==> src/rtl/pwr_island_ctl.sv <==
module pwr_island_ctl #(
  parameter int NUM_INIT = 3,
  parameter int CNT_W    = 4,
  parameter int TMO_W    = 8
) (
  input  logic                clk,
  input  logic                rst_n,
  input  logic                pd_req,
  output logic                pd_ack,
  input  logic                wake_en,
  output logic                wake_req,
  output logic [NUM_INIT-1:0] blk_req,
  input  logic [NUM_INIT-1:0] blk_vote,
  input  logic                req_vld,
  output logic                req_rdy,
  output logic                req_err,
  output logic                fwd_vld,
  input  logic                rsp_done,
  output logic                iso_en,
  output logic                pwr_en,
  input  logic                pwr_good,
  input  logic [TMO_W-1:0]    wake_tmo
);

  localparam logic [CNT_W-1:0] CNT_FULL = '1;

  typedef enum logic [2:0] {
    S_RUN, S_VOTE, S_DRAIN, S_CLAMP, S_DARK, S_WAKE
  } state_t;

  state_t           st, st_nx;
  logic [CNT_W-1:0] cnt;
  logic [TMO_W-1:0] tmr;
  logic             all_voted, tmo_hit, err_now;

  assign all_voted = &blk_vote;
  assign tmo_hit   = (st == S_WAKE) && (tmr == wake_tmo) && !pwr_good;

  assign fwd_vld  = req_vld && (st == S_RUN || st == S_VOTE);
  assign err_now  = req_vld && (((st == S_DARK) && !wake_en) || tmo_hit);
  assign req_rdy  = fwd_vld || err_now;
  assign req_err  = err_now;

  assign blk_req  = {NUM_INIT{st != S_RUN}};
  assign iso_en   = (st == S_CLAMP) || (st == S_DARK) || (st == S_WAKE);
  assign pwr_en   = (st != S_DARK);
  assign pd_ack   = (st == S_DARK);
  assign wake_req = (st == S_WAKE);

  always_comb begin
    st_nx = st;
    case (st)
      S_RUN:   if (pd_req) st_nx = S_VOTE;
      S_VOTE:  if (!pd_req) st_nx = S_RUN;
               else if (all_voted) st_nx = S_DRAIN;
      S_DRAIN: if (!pd_req) st_nx = S_RUN;
               else if (cnt == '0) st_nx = S_CLAMP;
      S_CLAMP: st_nx = S_DARK;
      S_DARK:  if ((req_vld && wake_en) || !pd_req) st_nx = S_WAKE;
      S_WAKE:  if (pwr_good) st_nx = S_RUN;
               else if (tmo_hit) st_nx = S_DARK;
      default: st_nx = S_RUN;
    endcase
  end

  always_ff @(posedge clk or negedge rst_n) begin
    if (!rst_n) begin
      st  <= S_RUN;
      cnt <= '0;
      tmr <= '0;
    end else begin
      st  <= st_nx;
      tmr <= (st == S_WAKE) ? tmr + 1'b1 : '0;
      case ({fwd_vld, rsp_done})
        2'b10:   cnt <= cnt + 1'b1;
        2'b01:   cnt <= cnt - 1'b1;
        default: cnt <= cnt;
      endcase
    end
  end

  AST_NO_OVERFLOW: assert property (@(posedge clk) disable iff (!rst_n)
    !(cnt == CNT_FULL && fwd_vld && !rsp_done));
  AST_NO_UNDERFLOW: assert property (@(posedge clk) disable iff (!rst_n)
    !(cnt == '0 && rsp_done && !fwd_vld));
  AST_CLAMP_AFTER_EMPTY: assert property (@(posedge clk) disable iff (!rst_n)
    (st == S_DRAIN && st_nx == S_CLAMP) |-> (cnt == '0));
  AST_VOTES_BEFORE_DRAIN: assert property (@(posedge clk) disable iff (!rst_n)
    (st == S_VOTE && pd_req) |=> (st == S_DRAIN) == $past(all_voted));
  AST_ISO_BEFORE_OFF: assert property (@(posedge clk) disable iff (!rst_n)
    $fell(pwr_en) |-> $past(iso_en));
  AST_PG_BEFORE_RELEASE: assert property (@(posedge clk) disable iff (!rst_n)
    $fell(iso_en) |-> $past(pwr_good));
  AST_NO_FWD_CLAMPED: assert property (@(posedge clk) disable iff (!rst_n)
    fwd_vld |-> !iso_en && pwr_en);
  AST_WITHDRAW: assert property (@(posedge clk) disable iff (!rst_n)
    ((st == S_VOTE || st == S_DRAIN) && !pd_req) |=> (st == S_RUN && !pd_ack));

endmodule

==> config.mk <==
export PLATFORM = sky130hd
export DESIGN_NAME = pwr_island_ctl
export DESIGN_NICKNAME = d
export VERILOG_FILES = /design/src/rtl/pwr_island_ctl.sv
export SDC_FILE = /design/constraint.sdc
export NUM_CORES = 1
export LEC_CHECK = 0
export ABC_AREA = 1
export ABC_CLOCK_PERIOD_IN_PS = 1800
export BUFFER_PORTS_ARGS = -buffer_cell sky130_fd_sc_hd__buf_2
export CORE_MARGIN = 2
export CORE_UTILIZATION = 47
export CTS_BUF_LIST = sky130_fd_sc_hd__clkbuf_4 sky130_fd_sc_hd__clkbuf_8 sky130_fd_sc_hd__clkbuf_16
export DETAILED_ROUTE_END_ITERATION = 16
export HOLD_SLACK_MARGIN = 0.02
export PLACE_DENSITY = 0.87
export SKIP_CTS_REPAIR_TIMING = 1
export SYNTH_ARGS = -nofsm -noshare
export SYNTH_HDL_FRONTEND = slang
export SYNTH_SLANG_ARGS = --single-unit
==> constraint.sdc <==
create_clock -name clk -period 1.8 [get_ports clk]
set_input_delay 0.27 -clock clk [delete_from_list [all_inputs] [get_ports clk]]
set_output_delay 0.27 -clock clk [all_outputs]
set_load 0.005 [all_outputs]
==> impl_summary.txt <==
----------------------------------------------------
[Logic synthesis]
  Number of storage elements in the synthesis netlist ... 15
  Synth Flop Type ... sky130_fd_sc_hd__dfrtp_1
  Fraction of the yosys area taken by sequential cells ... 34.25%
  Async S/R FF share, synth ... 100.0%
  Top cells by instance count after synthesis ... 50 x sky130_fd_sc_hd__nand2_1, 29 x sky130_fd_sc_hd__inv_1, 20 x sky130_fd_sc_hd__nor2_1
  Post-synth EDFFs ... 0
  Dominant cells by area after synthesis ... sky130_fd_sc_hd__dfrtp_1 34%, sky130_fd_sc_hd__nand2_1 17%, sky130_fd_sc_hd__inv_1 9.9%
  Syn_nets ... 190
  Area share of the leading cell type in the synthesized netlist ... 34.25%
  Post-synthesis cell area ... 1096 sq um
  Yosys warning count ... 0
  Top-count cell post-synth ... sky130_fd_sc_hd__nand2_1
  Area leader, netlist ... sky130_fd_sc_hd__dfrtp_1
  Number of distinct standard cells referenced by the synthesized netlist ... 21
  Cells after Synth ... 168
  Mapped Avg Cell Area ... 6.524 sq um

[Detailed routing]
  Average wire per standard cell ... 10.00 um
  Via density per instance ... 4.692
  Aggregate routed wire length ... 2400 um
  Residual DRC count ... 0
  DR iter-0 viols ... 15
  Detailed-route via count ... 1126
  First-pass iteration count of the detailed router ... 4
  Post-route ant nets ... 0

[Global routing]
  Total GRT Usage ... 19.39%
  First-pass GRT wire length ... 3981 um
  Maximum number of pins on one net before global-route repair ... 16
  Vias in the first global route ... 962
  Antenna violations before repair ... 0
  Final global-route overflow total ... 0

[Power]
  Pwr/cell area ... 1191 nW/um^2
  Leakage power figure ... 0.8087 nW
  Sequential Power Share ... 29.3%
  Internal power summed over all cells ... 1.034 mW
  Comb pwr share ... 58.8%
  Design Power ... 1.780 mW
  Clock power share ... 11.9%
  Largest voltage drop on the vdd net ... 1051 uV
  Switching Fraction ... 41.92%
  Sw power ... 0.7464 mW

[Placement]
  Final HPWL DP ... 1852 um
  RD Place Congestion ... 0.8408
  Pre-CTS WS ... -0.04167 ns
  Placed Cells incl. Taps ... 231
  Count of port buffers added during placement ... 27

[Setup path]
  Critical path type ... flip-flop to primary output
  Crit path cell chain ... inv_2 > buf_6 > nand3_4 > nor2_4 > inv_2 > nor2_1 > nand3b_1 > nand2_1 > nand2_1 > nand2_1 > buf_2
  Largest incremental delay on the critical path ... 0.39 ns
  Data arrival time of the critical path ... 1.63 ns
  Crit-path most repeated cell ... sky130_fd_sc_hd__nand2_1
  Biggest fanout along the worst timing path ... 3
  Critical Path Start Type ... flip-flop
  Crit. End Element ... primary output
  Worst Path Required ... 1.53 ns
  Slowest-stage cell, CP ... sky130_fd_sc_hd__dfrtp_1

[Cells and area]
  Area growth from synthesis to layout ... 36.42%
  Antenna Diode Count ... 0
  Fraction of layout cells with a size suffix above 1 ... 32.55%
  Number of nets in the finished design ... 235
  Fin cells ... 240

[Timing]
  Worst rel slew slack ... 77.71%
  Final worst-path cycle share ... 105.5%
  Fin. Hold Viols ... 0
  Count of final max-slew check failures ... 0
  Setup repair after global routing missed its margin ... yes
  Post-route setup slack ... -0.09931 ns
  Final Critical Period ... 1.899 ns
  Fmax ... 526.5 MHz
  Worst Max-Slew Pin Slew ... 0.3344 ns
  Setup-failing EPs final ... 4
  Fin Clk Skew ... 0.005812 ns

[Floorplanning]
  Floorplan die area ... 2734 sq um
  Initial standard-cell utilization of the core ... 49.55%
  Standard-cell rows ... 17
  Standard cell core area ... 2212 sq um
  Top-level port count ... 28
  Width of the die ... 52.29 um
  Die extent in y ... 52.29 um

[Status]
  Result of the run ... finished, violations left
  Failing checks ... negative setup slack

[CTS]
  Skew-Pair Late Insertion Delay ... 0.30 ns
  Root buffer selected by CTS ... sky130_fd_sc_hd__clkbuf_4
  Deepest clock path buffer count ... 2
  Sink Count ... 15
  CTS buffer count ... 3
  Number of H-tree levels ... 1
  CTS tree ... done
  CTS clk-pin slew, worst paths ... 0.09 ns

[Min path]
  Worst min-delay path category ... input pin to flip-flop

[Flow run]
  Max-cap violations ... 0

----------------------------------------------------
kinds of logic after synthesis:
logic type	synth area share (%)
adders and majority gates	4.566
and+or+nand+nor	38.81
DFF	34.25
AOI/OAI and AO/OA	6.848
buffers and inverters	12.33
xor gates and xnor gates	3.197
area by class of cell:
type	count	area [sq um]
Timing Repair Buffer	42	257.7
Inverter	32	120.1
Fill cell	194	716.9
Clock buffer	4	30.03
Sequential cell	15	376.6
Tap cell	28	35.03
Multi-Input combinational cell	119	675.6
layer usage:
metal	wire (um)	vias up	global-route usage (%)	share of wire, %
met2	1183	15	31.46	49
met3	91	5	4.286	3.8
met5	0	-	0	0
met4	29	0	5.128	1.2
met1	1096	504	25.95	46
li1	-	602	-	-
through the flow:
stage	TNS, ns	cell area, sq um	utilization [%]	hold slack [ns]
detailed placement	-0.04167	1368	61.82	0.1911
floorplan	-0.02873	1137	-	-0.02559
global route	-0.9408	1495	67.59	0.3378
CTS	-0.2825	1398	63.18	-0.1360
finish	-0.2880	1495	67.59	0.3132
global placement	0	1368	61.82	0.1914
state kept, by name, summed over array words and instances (netlist names):
signal / cells
tmr: 8
st: 3
cnt: 4
path summary, 6_finish.rpt:
path | startpoint | depth (start not counted) | end | slack (ns)
max | st[1] | 11 | req_rdy | -0.1
min | pwr_good | 5 | st[2] | 0.31
max reg2reg | st[1] | 11 | cnt[2] | -0.1
min reg2reg | cnt[3] | 2 | cnt[3] | 0.48
max in group asynchronous | rst_n | 2 | st[2] | 1.14
min in group asynchronous | rst_n | 2 | tmr[5] | 0.39
power by group through the flow:
stage	Combinational [mW]	Sequential [mW]	Clock [mW]
after global placement	0.874	0.506	0
after CTS	0.899	0.503	0.221
after floorplan	0.600	0.499	0
final	1.05	0.521	0.212
after detailed placement	0.897	0.510	0
after global routing	1.16	0.531	0.233
cell usage in the layout (no fill, tap or decap):
cell / netlist / routed
sky130_fd_sc_hd__nand3_1: 11 / 10
sky130_fd_sc_hd__buf_4: 2 / 12
sky130_fd_sc_hd__nand3_2: 3 / 3
sky130_fd_sc_hd__or2_1: 1 / 1
sky130_fd_sc_hd__nand2_1: 50 / 48
sky130_fd_sc_hd__nand2_2: 2 / 3
sky130_fd_sc_hd__nor3_1: 3 / 3
sky130_fd_sc_hd__buf_6: 0 / 2
sky130_fd_sc_hd__nor2_1: 20 / 19
sky130_fd_sc_hd__nand3b_1: 1 / 1
sky130_fd_sc_hd__a21oi_1: 7 / 6
sky130_fd_sc_hd__dfrtp_2: 0 / 1
sky130_fd_sc_hd__nand4_1: 2 / 2
sky130_fd_sc_hd__clkbuf_4: 0 / 4
sky130_fd_sc_hd__nand2_4: 0 / 1
sky130_fd_sc_hd__o21ai_1: 1 / 2
sky130_fd_sc_hd__xor2_4: 0 / 1
sky130_fd_sc_hd__nand3_4: 0 / 1
sky130_fd_sc_hd__dfrtp_1: 15 / 14
sky130_fd_sc_hd__inv_2: 3 / 6
sky130_fd_sc_hd__ha_4: 0 / 2
sky130_fd_sc_hd__xnor2_1: 1 / 1
sky130_fd_sc_hd__dlygate4sd3_1: 0 / 1
sky130_fd_sc_hd__nor2_2: 2 / 1
sky130_fd_sc_hd__inv_1: 29 / 26
sky130_fd_sc_hd__buf_2: 0 / 27
sky130_fd_sc_hd__ha_1: 4 / 2
sky130_fd_sc_hd__o21ai_0: 7 / 6
sky130_fd_sc_hd__xor2_1: 3 / 1
sky130_fd_sc_hd__xor2_2: 0 / 1
sky130_fd_sc_hd__a21oi_2: 0 / 1
sky130_fd_sc_hd__nor2_4: 1 / 3
worst max-delay path: cells and delay by family (launching register included):
family,cells,cell delay (ns)
flip-flops,1,0.39
AND/OR/NAND/NOR,7,0.58
buffers and inverters,4,0.35
No activity file was read; power rests on OpenSTA's default activity.
